<file path="src/rtl/scanline_irq_pkg.sv">
package scanline_irq_pkg;
  parameter int unsigned DATA_W = 8;
  localparam int unsigned CNT_W = DATA_W + 1;

  typedef struct packed {
    logic set_latch;
    logic reload;
    logic disarm;
    logic arm;
  } irq_sel_t;
endpackage

</file>
<file path="src/rtl/irq_reset_sync.sv">
module irq_reset_sync #(
  parameter int unsigned STAGES = 2
) (
  input  logic clk,
  input  logic rst_async_n,
  output logic rst_sync_n
);
  logic [STAGES-1:0] chain_q;

  always_ff @(posedge clk or negedge rst_async_n) begin
    if (!rst_async_n) chain_q <= '0;
    else              chain_q <= {chain_q[STAGES-2:0], 1'b1};
  end

  assign rst_sync_n = chain_q[STAGES-1];
endmodule

</file>
<file path="src/rtl/irq_wr_decode.sv">
module irq_wr_decode
  import scanline_irq_pkg::*;
(
  input  logic       cpu_we,
  input  logic [2:0] cpu_addr_hi,
  input  logic       cpu_a0,
  output irq_sel_t   sel
);
  localparam logic [2:0] PAGE_LOAD = 3'b110;
  localparam logic [2:0] PAGE_CTRL = 3'b111;

  logic hit_load;
  logic hit_ctrl;

  always_comb begin
    hit_load      = cpu_we && (cpu_addr_hi == PAGE_LOAD);
    hit_ctrl      = cpu_we && (cpu_addr_hi == PAGE_CTRL);
    sel.set_latch = hit_load && !cpu_a0;
    sel.reload    = hit_load &&  cpu_a0;
    sel.disarm    = hit_ctrl && !cpu_a0;
    sel.arm       = hit_ctrl &&  cpu_a0;
  end
endmodule

</file>
<file path="src/rtl/irq_line_counter.sv">
module irq_line_counter
  import scanline_irq_pkg::*;
#(
  parameter int unsigned DW = DATA_W
) (
  input  logic          clk,
  input  logic          rst_n,
  input  irq_sel_t      sel,
  input  logic [DW-1:0] wdata,
  input  logic          line_tick,
  output logic          expire
);
  localparam int unsigned CW = DW + 1;

  logic [DW-1:0] latch_q, latch_d;
  logic [CW-1:0] cnt_q, cnt_d;
  logic          pend_q, pend_d;
  logic          win_q, win_d;
  logic          latch_en, cnt_en, pend_en, win_en;
  logic          is_neg, is_zero, load_now;
  logic [CW-1:0] latch_ext, wdata_ext;

  always_comb begin
    latch_ext = {1'b0, latch_q};
    wdata_ext = {1'b0, wdata};
    is_neg    = cnt_q[CW-1];
    is_zero   = (cnt_q == '0);
    load_now  = (sel.set_latch && win_q) || sel.reload || (sel.arm && pend_q);

    latch_en  = sel.set_latch;
    latch_d   = wdata;

    pend_en   = sel.set_latch;
    pend_d    = !win_q;

    win_en    = sel.disarm || line_tick;
    win_d     = sel.disarm;

    cnt_en    = load_now || (line_tick && !is_neg);
    if (sel.set_latch && win_q) cnt_d = wdata_ext;
    else if (load_now)          cnt_d = latch_ext;
    else                        cnt_d = cnt_q - CW'(1);

    expire    = line_tick && !load_now && is_zero;
  end

  always_ff @(posedge clk or negedge rst_n) begin
    if (!rst_n) begin
      latch_q <= '0;
      cnt_q   <= '0;
      pend_q  <= 1'b0;
      win_q   <= 1'b0;
    end else begin
      if (latch_en) latch_q <= latch_d;
      if (cnt_en)   cnt_q   <= cnt_d;
      if (pend_en)  pend_q  <= pend_d;
      if (win_en)   win_q   <= win_d;
    end
  end

  AST_CNT_FLOOR: assert property (@(posedge clk) disable iff (!rst_n)
    cnt_q[CW-1] |-> (cnt_q == '1));
  AST_WIN_OPEN: assert property (@(posedge clk) disable iff (!rst_n)
    sel.disarm |=> win_q);
  AST_WIN_CLOSE: assert property (@(posedge clk) disable iff (!rst_n)
    (line_tick && !sel.disarm) |=> !win_q);
endmodule

</file>
<file path="src/rtl/irq_req_flag.sv">
module irq_req_flag
  import scanline_irq_pkg::*;
(
  input  logic     clk,
  input  logic     rst_n,
  input  irq_sel_t sel,
  input  logic     expire,
  output logic     irq_req
);
  logic en_q, en_d, en_en;
  logic irq_q, irq_d, irq_en;

  always_comb begin
    en_en  = sel.disarm || sel.arm;
    en_d   = sel.arm;
    irq_en = sel.disarm || (expire && en_q);
    irq_d  = !sel.disarm;
  end

  always_ff @(posedge clk or negedge rst_n) begin
    if (!rst_n) begin
      en_q  <= 1'b0;
      irq_q <= 1'b0;
    end else begin
      if (en_en)  en_q  <= en_d;
      if (irq_en) irq_q <= irq_d;
    end
  end

  assign irq_req = irq_q;

  AST_ACK_DROPS: assert property (@(posedge clk) disable iff (!rst_n)
    sel.disarm |=> !irq_q);
  AST_REQ_STICKY: assert property (@(posedge clk) disable iff (!rst_n)
    (irq_q && !sel.disarm) |=> irq_q);
  AST_REQ_CAUSE: assert property (@(posedge clk) disable iff (!rst_n)
    $rose(irq_q) |-> $past(expire && en_q));
endmodule

</file>
<file path="src/rtl/scanline_irq_counter.sv">
module scanline_irq_counter
  import scanline_irq_pkg::*;
#(
  parameter int unsigned DW = DATA_W,
  parameter int unsigned SYNC_STAGES = 2
) (
  input  logic          clk,
  input  logic          rst_n,
  input  logic          cpu_we,
  input  logic [2:0]    cpu_addr_hi,
  input  logic          cpu_a0,
  input  logic [DW-1:0] cpu_wdata,
  input  logic          line_tick,
  output logic          irq_req
);
  logic     rst_core_n;
  irq_sel_t sel;
  logic     expire;

  irq_reset_sync #(.STAGES(SYNC_STAGES)) u_rst (
    .clk(clk), .rst_async_n(rst_n), .rst_sync_n(rst_core_n)
  );

  irq_wr_decode u_dec (
    .cpu_we(cpu_we), .cpu_addr_hi(cpu_addr_hi), .cpu_a0(cpu_a0), .sel(sel)
  );

  irq_line_counter #(.DW(DW)) u_cnt (
    .clk(clk), .rst_n(rst_core_n), .sel(sel), .wdata(cpu_wdata),
    .line_tick(line_tick), .expire(expire)
  );

  irq_req_flag u_flag (
    .clk(clk), .rst_n(rst_core_n), .sel(sel), .expire(expire), .irq_req(irq_req)
  );

  AST_NO_DECODE_NO_ACK: assert property (@(posedge clk) disable iff (!rst_core_n)
    (irq_req && !(cpu_we && cpu_addr_hi == 3'b111)) |=> irq_req);
endmodule

</file>
<file path="config.mk">
export PLATFORM = sky130hd
export DESIGN_NAME = scanline_irq_counter
export DESIGN_NICKNAME = d
export VERILOG_FILES = /design/src/rtl/scanline_irq_pkg.sv /design/src/rtl/irq_reset_sync.sv /design/src/rtl/irq_wr_decode.sv /design/src/rtl/irq_line_counter.sv /design/src/rtl/irq_req_flag.sv /design/src/rtl/scanline_irq_counter.sv
export SDC_FILE = /design/constraint.sdc
export NUM_CORES = 1
export LEC_CHECK = 0
export ABC_AREA = 1
export CAP_MARGIN = 20
export CORE_MARGIN = 2
export CORE_UTILIZATION = 61
export CTS_CLUSTER_DIAMETER = 30
export DETAILED_ROUTE_END_ITERATION = 6
export DONT_BUFFER_PORTS = 1
export PLACE_DENSITY = 0.85
export SLEW_MARGIN = 20
export SYNTH_ARGS = -nofsm -noshare
export SYNTH_HDL_FRONTEND = slang
export SYNTH_SLANG_ARGS = --single-unit
</file>
<file path="constraint.sdc">
create_clock -name clk -period 0.85 [get_ports clk]
set_input_delay 0 -clock clk [delete_from_list [all_inputs] [get_ports clk]]
set_output_delay 0 -clock clk [all_outputs]
set_load 0.03 [all_outputs]
</file>
# Word level (Yosys, flattened, before mapping)
# Index checks and enable logic that the tools add are counted.
# W data, S select, Z words.
[classes]
n_mul = 0
eq_ne = 2
n_bitwise = 0
n_lt_le_gt_ge = 0
shift = 0
reduce_logical = 24
add_sub_neg = 1
div_mod_pow = 0
n_mux = 2
[ops]
columns = ["operator", "n"]
rows = [
  ["$mux W9", 2],
  ["$logic_and A1 B1 Y1", 12],
  ["$logic_not A9 Y1", 1],
  ["$sub A9 B1 Y9 const B", 1],
  ["$eq A3 B3 Y1 const B", 2],
  ["$logic_or A1 B1 Y1", 6],
  ["$logic_not A1 Y1", 5],
]
[word_totals]
in_bits = 16
memories = 0
register_bits = 23
word_cells = 36
latchBits = 0
mem_bits_ro = 0
ramBits = 0

# Depth between registers and ports, before layout
[logic_depth]
ltp_word = 11
mapped_depth = 8
depth_no_buf = 8

# By module
# Synthesis repeated with hierarchy kept, for this count alone.
[hier_totals]
hier_cells = 173
hier_area_um2 = 1278.7
[modules_own_cells]
columns = ["module", "cells_each", "area_each_um2", "seq_area_each_um2", "n_inst"]
rows = [
  ["irq_line_counter", 152, 1103.6, 475.5, 1],
  ["irq_req_flag", 9, 82.6, 50.0, 1],
  ["irq_reset_sync", 3, 53.8, 50.0, 1],
  ["irq_wr_decode", 9, 38.8, 0.0, 1],
]

# Worst setup path after synthesis
# OpenSTA, ideal clock, no wires.
[synth_path]
path_type = "register -> register"
start = "reg u_cnt.cnt_q[0]"
end = "reg u_cnt.cnt_q[4]"
setup_ns = 0.116
path_stages_with_launch = 9
slack_ns = -0.363
arrival_ns = 1.096
cell_sequence = "dfrtp_1 > inv_1 > ha_1 > nand2_1 > xnor2_1 > nand2_1 > nand2_1 > nand2_1 > nand2_1"
[synth_between]
elab_chain_len = 3
[synth_lines]
columns = ["element", "line", "text"]
rows = [
  ["from (decl)", "irq_line_counter.sv:16", "logic [CW-1:0] cnt_q, cnt_d;"],
  ["from (signal assigned)", "irq_line_counter.sv:55", "if (cnt_en) cnt_q <= cnt_d;"],
  ["$sub A9 B1 Y9", "irq_line_counter.sv:42", "else cnt_d = cnt_q - CW'(1);"],
  ["$mux W9", "irq_line_counter.sv:41", "else if (load_now) cnt_d = latch_ext;"],
  ["$mux W9", "irq_line_counter.sv:40", "if (sel.set_latch && win_q) cnt_d = wdata_ext;"],
]
# No other way between the ends.
# A chain may end at the register's enable or synchronous reset.

# Final worst setup path
[layout_path]
start = "reg u_cnt.cnt_q[1]"
end = "reg u_cnt.cnt_q[4]"
# The elaborated chain is that of the path after synthesis.

==> flow_summary_export.csv <==
group,metric,value,unit
grt,grtUsageMet2,67.76,%
synth,synth_area,0.001299,sq mm
setup_path,worst_r2r_path_depth,8,
hold_path,hp-class,"in -> reg",
power,power_per_cell_area,2600,mW/mm^2
drt,wl_per_cell,24.94,um
synth,synth-seq-cells,23,
finish,multi_input_area,773.2,sq um
finish,nFillCells,57,
placed_design,io_buffer_count,0,
finish,layout_commonest_cell,"nand2_1",
clocking,cts.reportedPaths.clkPinSlew,0.14,ns
sta,fmax,0.6909,GHz
sta,period_share,170.3,%
drt,first_pass_iters,5,
grt,use_met3,5.060,%
setup_path,cp_max_fo,4,
setup_path,critPathArrivalTime,1.71,ns
clocking,cts_root_buffer,"clkbuf_4",
floorplanning,die_y,50.14,um
floorplanning,start_util,65.53,%
synth,synth-main-ff-cell,"dfrtp_1",
synth,ys_async_sr_fraction,100.0,%
grt,antenna_found_initial,0,
power,p_leak,0.0009343,uW
run_status,violations,"setup timing",
setup_path,rrSetupSlack,-0.60,ns
run_status,status,"complete, but fails checks",
setup_path,cpMostUsedCell,"nand2_1",
synth,synth_nets,181,
synth,syn_inst,164,
floorplanning,rows,16,
setup_path,path_delay_family,"flip-flops",
sta,timing.final.ws_setup,-0.5974,ns
drt,vias,1546,
synth,yosysWarningCount,0,
floorplanning,num_io_pins,17,
setup_path,crit_chain,"inv_2 > ha_4 > nand2_1 > xnor2_1 > nand2_1 > nand2_1 > nand2_1 > nand2_1",
sta,hold_violations,0,
placed_design,post-place-cells,210,
placed_design,place_hpwl,2239,um
setup_path,reg2reg_to,"u_cnt.cnt_q[4]",
floorplanning,dieArea,0.002514,sq mm
setup_path,crit_end,"u_cnt.cnt_q[4]",
sta,setup_viol,13,
setup_path,critPathLaunchType,"register",
clocking,tritoncts,"done",
grt,overflow,0,
drt,totalWireLength,5760,um
floorplanning,dieWidth,50.14,um
setup_path,worstSetupPathType,"reg -> reg",
grt,grtUsageTotal,41.77,%
grt,grt_use_met1,59.92,%
grt,busiest_layer,"met2",
sta,finalMaxSlewViolations,0,
setup_path,end_kind,"register",
grt,grt_pass1_wl,7562,um
setup_path,cp_slowest_cell,"dfrtp_2",
finish,seq_area,578.1,sq um
sta,rsz0062_at_grt,"true",
clocking,clock-sinks,23,
setup_path,reg2reg_from,"u_cnt.cnt_q[1]",
finish,finalNonFillerCells,231,
placed_design,place_congestion,0.8932,
synth,postSynthAreaPerCell,7.919,sq um
grt,grt_max_degree,22,
sta,skew,0.002901,ns
grt,grt_pass1_vias,1399,
setup_path,slowest_delay,0.48,ns
clocking,numCtsBuffers,3,
setup_path,crit_path_start,"u_cnt.cnt_q[1]",
power,peakVddDrop,2271,uV
setup_path,crit_required,1.11,ns
floorplanning,core_area,0.001982,sq mm
setup_path,cp.buffers_inverters,1,
synth,synth_edf_count,0,
power,power,4890,uW
setup_path,path_depth,8,
finish,fin_nets,222,
finish,antenna_cells,0,
placed_design,post-place-ws,-0.3438,ns
clocking,clk_latency,0.32,ns
drt,drt_iter0_markers,156,
drt,ant_nets,0,
finish,layout-drive-gt1-share,43.14,%
finish,final_cell_mix,"38 x nand2_1, 21 x dfrtp_1, 18 x buf_4",
drt,drc,0,
synth,ys_types,25,
sta,finalCriticalPeriod,1.447,ns
clocking,cts.htree.levels,1,
drt,vias_per_cell,6.693,
clocking,clk_path_buf_depth,2,
synth,ys_seq_area_share,44.32,%
finish,area_growth_syn_to_layout,44.80,%
flow_run,max-cap-violations,0,
## sequential cells by signal, indices dropped and copies added (netlist names)
register and cells:
u_rst.chain_q 2, u_flag.en_q 1, u_flag.irq_req 1, u_cnt.win_q 1, u_cnt.cnt_q 9, u_cnt.latch_q 8
u_cnt.pend_q 1
## report_power, final
part / internal (uW) / switching, uW
Combinational: 1040 / 1530
Clock: 184 / 362
Sequential: 1390 / 382
## worst min-delay path by stage
stage / endpoint / cells past startpoint / from / slack (ns)
2_1_floorplan: u_rst.chain_q[0] / 0 / rst_n / -0.30
3_3_place_gp: u_rst.chain_q[1] / 0 / rst_n / -0.30
3_5_place_dp: u_rst.chain_q[1] / 0 / rst_n / -0.30
4_1_cts: u_cnt.cnt_q[2] / 6 / cpu_a0 / 0.13
5_1_grt: u_cnt.cnt_q[2] / 6 / cpu_a0 / 0.15
6_report: u_cnt.cnt_q[2] / 6 / cpu_a0 / 0.14
## cell usage after synthesis (all sizes together) (2+ instances only)
cell type,instances,area share (%)
o21ai,4,1.8
inv,20,5.8
nand2,50,15
nand3,16,6.9
buf,3,2.6
dfrtp,23,44
nor2,21,6.8
nor3,2,0.77
o211ai,3,1.7
a21oi,7,3.9
nand4,2,0.96
mux2,7,6.1
## routing by layer
metal | share of wire [%] | vias up
met5 | 0 | -
met4 | 6.6 | 0
met3 | 15 | 53
met2 | 43 | 168
met1 | 36 | 725
li1 | - | 600
## per-stage QoR
step	utilization, %	hold slack [ns]	setup TNS [ns]	instance area [sq um]
6_report	94.89	0.1392	-5.531	1881
5_1_grt	94.89	0.1468	-5.802	1881
4_1_cts	88.45	0.1338	-3.501	1753
3_5_place_dp	76.52	-0.2956	-3.433	1516
3_3_place_gp	76.52	-0.2956	-2.743	1516
2_1_floorplan	-	-0.2956	-2.108	1326
## worst register-to-register path: stages, from the launching register on
cell     delay (ns)
dfrtp_2        0.48
inv_2          0.11
ha_4           0.17
nand2_1        0.08
xnor2_1        0.19
nand2_1        0.12
nand2_1        0.09
nand2_1        0.05
nand2_1        0.09
## cell type report
class                   instances  share of cell area, %
well taps                      27                  1.796
clock buffers                   4                  1.397
flip-flops and latches         23                  30.74
repair buffers                 38                  19.89
repair inverters                1                 0.4657
inverters                      21                  4.591
multi-input cells             117                  41.12
## logic make-up after synthesis
kind of cell	share of synthesized area, %
XOR/XNOR	1.349
multiplexers	6.070
adder cells (fa/ha/maj)	0.9632
AO/OA/AOI/OAI	7.899
AND/OR/NAND/NOR	30.35
flip-flops	44.32
buffers and inverters	8.766
other	0.2887
## repair_timing
item / CTS / global route
hold endpoints to repair: 22 / 0
gates resized for setup: 17 / 28
hold buffers: 14 / 0
endpoints found under the setup margin: 12 / 13
pin swaps: 7 / 9
gates cloned: 1 / 1
setup buffers: 1 / 0
Power figures use the tool's default switching activity.
